==> src/rtl/mdu_pkg.sv <==
package mdu_pkg;

  typedef enum logic [1:0] {
    SEL_ALU = 2'd0,
    SEL_MUL = 2'd1,
    SEL_DIV = 2'd2
  } res_sel_e;

  // multiply wins when both strobes are set
  function automatic res_sel_e decode_sel(input logic mul, input logic div);
    if (mul)      return SEL_MUL;
    else if (div) return SEL_DIV;
    else          return SEL_ALU;
  endfunction

endpackage

==> src/rtl/mdu_mul_array.sv <==
module mdu_mul_array #(
  parameter int unsigned W = 32
) (
  input  logic [W-1:0]   a_i,
  input  logic [W-1:0]   b_i,
  output logic [2*W-1:0] prod_o
);

  localparam int unsigned PW = 2 * W;

  logic [PW-1:0] acc [W+1];

  assign acc[0] = '0;

  for (genvar i = 0; i < W; i++) begin : g_row
    logic [PW-1:0] pp;
    assign pp         = b_i[i] ? ({{W{1'b0}}, a_i} << i) : '0;
    assign acc[i+1]   = acc[i] + pp;
  end

  assign prod_o = acc[W];

endmodule

==> src/rtl/mdu_div_array.sv <==
module mdu_div_array #(
  parameter int unsigned W = 32
) (
  input  logic [W-1:0] a_i,
  input  logic [W-1:0] b_i,
  output logic [W-1:0] quot_o,
  output logic [W-1:0] rem_o
);

  // restoring array; a zero divisor falls out as q = all ones, r = a
  logic [W-1:0] rem [W+1];
  logic [W:0]   dvs;

  assign dvs    = {1'b0, b_i};
  assign rem[0] = '0;

  for (genvar k = 0; k < W; k++) begin : g_stage
    logic [W:0] trial;
    logic [W:0] diff;
    logic       ge;
    assign trial      = {rem[k], a_i[W-1-k]};
    assign diff       = trial - dvs;
    assign ge         = (trial >= dvs);
    assign rem[k+1]   = ge ? diff[W-1:0] : trial[W-1:0];
    assign quot_o[W-1-k] = ge;
  end

  assign rem_o = rem[W];

endmodule

==> src/rtl/mdu_hilo_regs.sv <==
module mdu_hilo_regs #(
  parameter int unsigned W = 32
) (
  input  logic         clk_i,
  input  logic         rst_ni,
  input  logic         op_vld_i,
  input  logic [W-1:0] lo_d_i,
  input  logic [W-1:0] hi_d_i,
  output logic [W-1:0] hi_o,
  output logic [W-1:0] lo_o
);

  logic [W-1:0] stage_q;
  logic         pend_q;
  logic [W-1:0] hi_q;
  logic [W-1:0] lo_q;

  always_ff @(posedge clk_i or negedge rst_ni) begin
    if (!rst_ni) begin
      stage_q <= '0;
      pend_q  <= 1'b0;
      lo_q    <= '0;
    end else begin
      pend_q <= op_vld_i;
      if (op_vld_i) begin
        stage_q <= hi_d_i;
        lo_q    <= lo_d_i;
      end
    end
  end

  // hi commits one edge after staging
  always_ff @(posedge clk_i or negedge rst_ni) begin
    if (!rst_ni)     hi_q <= '0;
    else if (pend_q) hi_q <= stage_q;
  end

  assign hi_o = hi_q;
  assign lo_o = lo_q;

endmodule

==> src/rtl/mdu_hilo.sv <==
module mdu_hilo
  import mdu_pkg::*;
#(
  parameter int unsigned W = 32
) (
  input  logic         clk_i,
  input  logic         rst_ni,
  input  logic         mul_i,
  input  logic         div_i,
  input  logic [W-1:0] a_i,
  input  logic [W-1:0] b_i,
  input  logic [W-1:0] alu_res_i,
  output logic [W-1:0] result_o,
  output logic [W-1:0] hi_o,
  output logic [W-1:0] lo_o
);

  localparam int unsigned PW = 2 * W;

  logic [PW-1:0] prod;
  logic [W-1:0]  quot;
  logic [W-1:0]  rem;
  res_sel_e      sel;
  logic [W-1:0]  hi_d;
  logic          op_vld;

  mdu_mul_array #(.W(W)) i_mul (
    .a_i    (a_i),
    .b_i    (b_i),
    .prod_o (prod)
  );

  mdu_div_array #(.W(W)) i_div (
    .a_i    (a_i),
    .b_i    (b_i),
    .quot_o (quot),
    .rem_o  (rem)
  );

  assign sel    = decode_sel(mul_i, div_i);
  assign op_vld = (sel != SEL_ALU);

  always_comb begin
    unique case (sel)
      SEL_MUL: begin result_o = prod[W-1:0]; hi_d = prod[PW-1:W]; end
      SEL_DIV: begin result_o = quot;        hi_d = rem;          end
      default: begin result_o = alu_res_i;   hi_d = '0;           end
    endcase
  end

  mdu_hilo_regs #(.W(W)) i_regs (
    .clk_i    (clk_i),
    .rst_ni   (rst_ni),
    .op_vld_i (op_vld),
    .lo_d_i   (result_o),
    .hi_d_i   (hi_d),
    .hi_o     (hi_o),
    .lo_o     (lo_o)
  );

endmodule

==> config.mk <==
export PLATFORM = sky130hd
export DESIGN_NAME = mdu_hilo
export DESIGN_NICKNAME = d
export VERILOG_FILES = /design/src/rtl/mdu_pkg.sv /design/src/rtl/mdu_mul_array.sv /design/src/rtl/mdu_div_array.sv /design/src/rtl/mdu_hilo_regs.sv /design/src/rtl/mdu_hilo.sv
export SDC_FILE = /design/constraint.sdc
export NUM_CORES = 2
export LEC_CHECK = 0
export ABC_AREA = 1
export CELL_PAD_IN_SITES_DETAIL_PLACEMENT = 1
export CELL_PAD_IN_SITES_GLOBAL_PLACEMENT = 2
export CORE_MARGIN = 4
export CORE_UTILIZATION = 39
export CTS_CLUSTER_DIAMETER = 30
export DETAILED_ROUTE_END_ITERATION = 6
export DONT_BUFFER_PORTS = 1
export GPL_ROUTABILITY_DRIVEN = 0
export MAX_ROUTING_LAYER = met4
export PLACE_DENSITY_LB_ADDON = 0.25
export SYNTH_ARGS = -nofsm -noshare
export SYNTH_HDL_FRONTEND = slang
export SYNTH_SLANG_ARGS = --single-unit
==> constraint.sdc <==
create_clock -name clk_i -period 171.2 [get_ports clk_i]
set_input_delay 17.12 -clock clk_i [delete_from_list [all_inputs] [get_ports clk_i]]
set_output_delay 17.12 -clock clk_i [all_outputs]
set_load 0.01 [all_outputs]
==> impl_results.md <==
- Worst r2r src: i_regs.pend_q
- Die X: between 400 and 500 µm
- Status: completed
- Post-DP HPWL: 317000 µm
- Register area share after synthesis: 2.59%
- Worst-Margin Slew: roughly 1.3 ns
- Hold path start: i_regs.stage_q[9]
- R2R Setup Slk: about 170 ns
- Layout Area Growth over Synthesis: 3.55%
- Capture point of the worst reg-to-reg path: i_regs.hi_o[22]
- Cells after Synth: about 14k
- Hold Path Class: reg -> reg
- Core area: between 0.2 and 0.25 mm²
- Arrival time worst endpoint: roughly 140 ns
- Yosys top cell by area: fa_1
- Synth area leaders: fa_1 20%, ha_1 17%, nand2_1 15%
- Pin count of the biggest net entering global routing: slightly below 100
- CTS tree: built
- Buffers on Ports: 0
- Asr flop ratio synth: 100%
- CP endpoint kind: primary output
- Max Root-Sink Buffers: 2
- Initial antenna violation count: 16
- DIE AREA: between 0.2 and 0.25 mm²
- Critical Path Start: b_i[0]
- Iteration-0 DRC Markers: roughly 7.0k
- CTS buffer count: 9
- Yosys top cell area share: about a fifth
- Final Hold Viols: 0
- Per-cell routed wire length: around 24 µm
- Worst rel slew slack: ~14%
- Setup-failing EPs final: 0
- H-tree depth: 3
- CTS sink cnt: between 90 and 100
- Initial Util: between 30% and 40%
- Drt via density: 5.59
- Grt ovf: 0
- Layout cells sized above 1: approximately 4.5%
- NumNets Final: roughly 16k
- Crit-path slowest cell: o21ai_0
- Seq cells post-synth: 97
- Total negative slack: 0 ns
- First-pass GRT wire length: 602000 µm
- Crit Path Class: in -> out
- Top FF cell, synth: dfrtp_1
- EDFF count, synth: 0
- Largest stage delay, worst path: between 0.5 and 0.6 ns
- Hold Crit Depth: 2
- Worst Skew: 0.0234 ns
- Synthesized cell area: between 0.09 and 0.1 mm²
- Root Driver: clkbuf_16
- Number of global-route vias before repair: about 97k
- Vias: roughly 94k
- WL final: 403000 µm
- Period utilization: between 90% and 100%
- Fin crit period: approximately 160 ns
- Hold worst-path end: i_regs.hi_o[9]
- Post-route DRC: 0
- Max cap viols: 0
- Clock transition at path regs: 0.12 ns
- Fmax: roughly 6.3 MHz
- GRT Util Overall: around a third
- Filler cells: roughly 31k
- # IOs: 196
- Critical-path maximum fanout: 64
- Drt first pass iters: 5
- Syn_nets: 16.2k
- Netlist cell types: 85
- Startpoint Class: input port
- Top-count cell post-synth: nand2_1
- Worst path required time: between 150 and 200 ns
- Die H: 499 µm
- R2R cell count: 2
- Yosys warning total: 0
- Row count: roughly 180
- Slew Limit Fails: 0
- ANT nets after route: 0
- Syn avg cell area: approximately 6.7 µm²
- Cell mode on critical path: nand2_1
- Clock latency on the worst-skew pair: around 0.46 ns
- Synth top cells by count: 3752 x nand2_1, 2382 x inv_1, 1283 x ha_1, 1078 x a21oi_1, 975 x o21ai_0
stage by stage:
step           util, %  area (µm²)  std cells  setup slack, ns  hold slack [ns]
6_report          40.7       97200      16900            12.45            0.508
5_1_grt           40.7       97200      16900           -0.367            0.539
4_1_cts           40.3       96200      16800            0.179            0.507
3_5_place_dp      40.1       95800      16800            -2.30            0.500
3_3_place_gp      40.1       95800      16800             2.82            0.489
2_1_floorplan        -       93900      13900            13.55            0.480
layer usage:
layer	part of all wire, %	wire length, µm	global-route usage (%)	vias to the layer above
met2	44	177000	49.7	2778
met1	46	186000	44.6	47000
met5	0	0	-	-
li1	-	-	-	43900
met3	6.4	25700	3.36	515
met4	3.5	14300	9.78	0
state kept, by name, summed over array words and instances (netlist names):
signal          cells
i_regs.stage_q     32
i_regs.lo_o        32
i_regs.hi_o        32
i_regs.pend_q       1
cell usage in the layout, fill, tap and decap left out, drive strengths merged, types with 4 or more instances in the layout:
cell and count:
a2111oi 4, a211oi 13, a21boi 60, a21o 60, a21oi 1084, a221o 36, a221oi 16, a22oi 12
a31oi 52, a32oi 18, a41oi 8, and2 4, and3 4, buf 174, clkbuf 10, clkinv 17
dfrtp 97, diode 16, fa 933, ha 1283, inv 2404, mux2 19, nand2 3858, nand3 593
nand3b 7, nand4 67, nor2 528, nor3 45, nor4 53, o211ai 31, o21a 17, o21ai 1043
o21bai 88, o221ai 13, o22ai 4, o31ai 24, or2 47, xnor2 494, xor2 427
layout make-up:
type	instances	area, µm²	area share, %
inverters	2416	9210	9.48
flip-flops and latches	97	2430	2.50
well taps	3167	3960	4.08
clock inverters	7	83.8	0.0863
diodes	16	40.0	0.0412
clock buffers	9	225	0.232
repair buffers	175	1370	1.41
multi-input cells	11000	79900	82.2
repair inverters	1	5.00	0.00515
critical path: cells and delay by family:
family | cells | cell delay, ns
fa+ha+maj | 42 | 14.60
simple gates | 470 | 47.64
compound gates | 519 | 90.63
buf+inv | 91 | 11.24
worst max-delay path by stage:
stage	depth (start not counted)	end
global route	1122	result_o[0]
floorplan	1171	result_o[0]
detailed placement	1137	result_o[0]
finish	1122	result_o[0]
global placement	1171	result_o[0]
CTS	1122	result_o[0]
what timing repair did:
| action | in CTS | in global routing |
|---|---|---|
| setup buffers | 2 | 43 |
| gates resized for setup | 11 | 210 |
| hold buffers | 0 | 0 |
| setup endpoints to repair | 1 | 4 |
| cloned | 4 | 20 |
| pin swaps | 5 | 24 |
cell families after synthesis:
| kind of cell | after synthesis | share of synthesized area [%] |
|---|---|---|
| buf+inv | 2878 | 12.8 |
| mux | 19 | 0.228 |
| compound gates | 2596 | 15.3 |
| flops | 97 | 2.59 |
| xor+xnor | 921 | 8.59 |
| fa+ha+maj | 2216 | 37.0 |
| simple gates | 5192 | 23.4 |
Power is not shown: default switching activity piles up to over one toggle a cycle in this logic, so the estimate is an artifact.
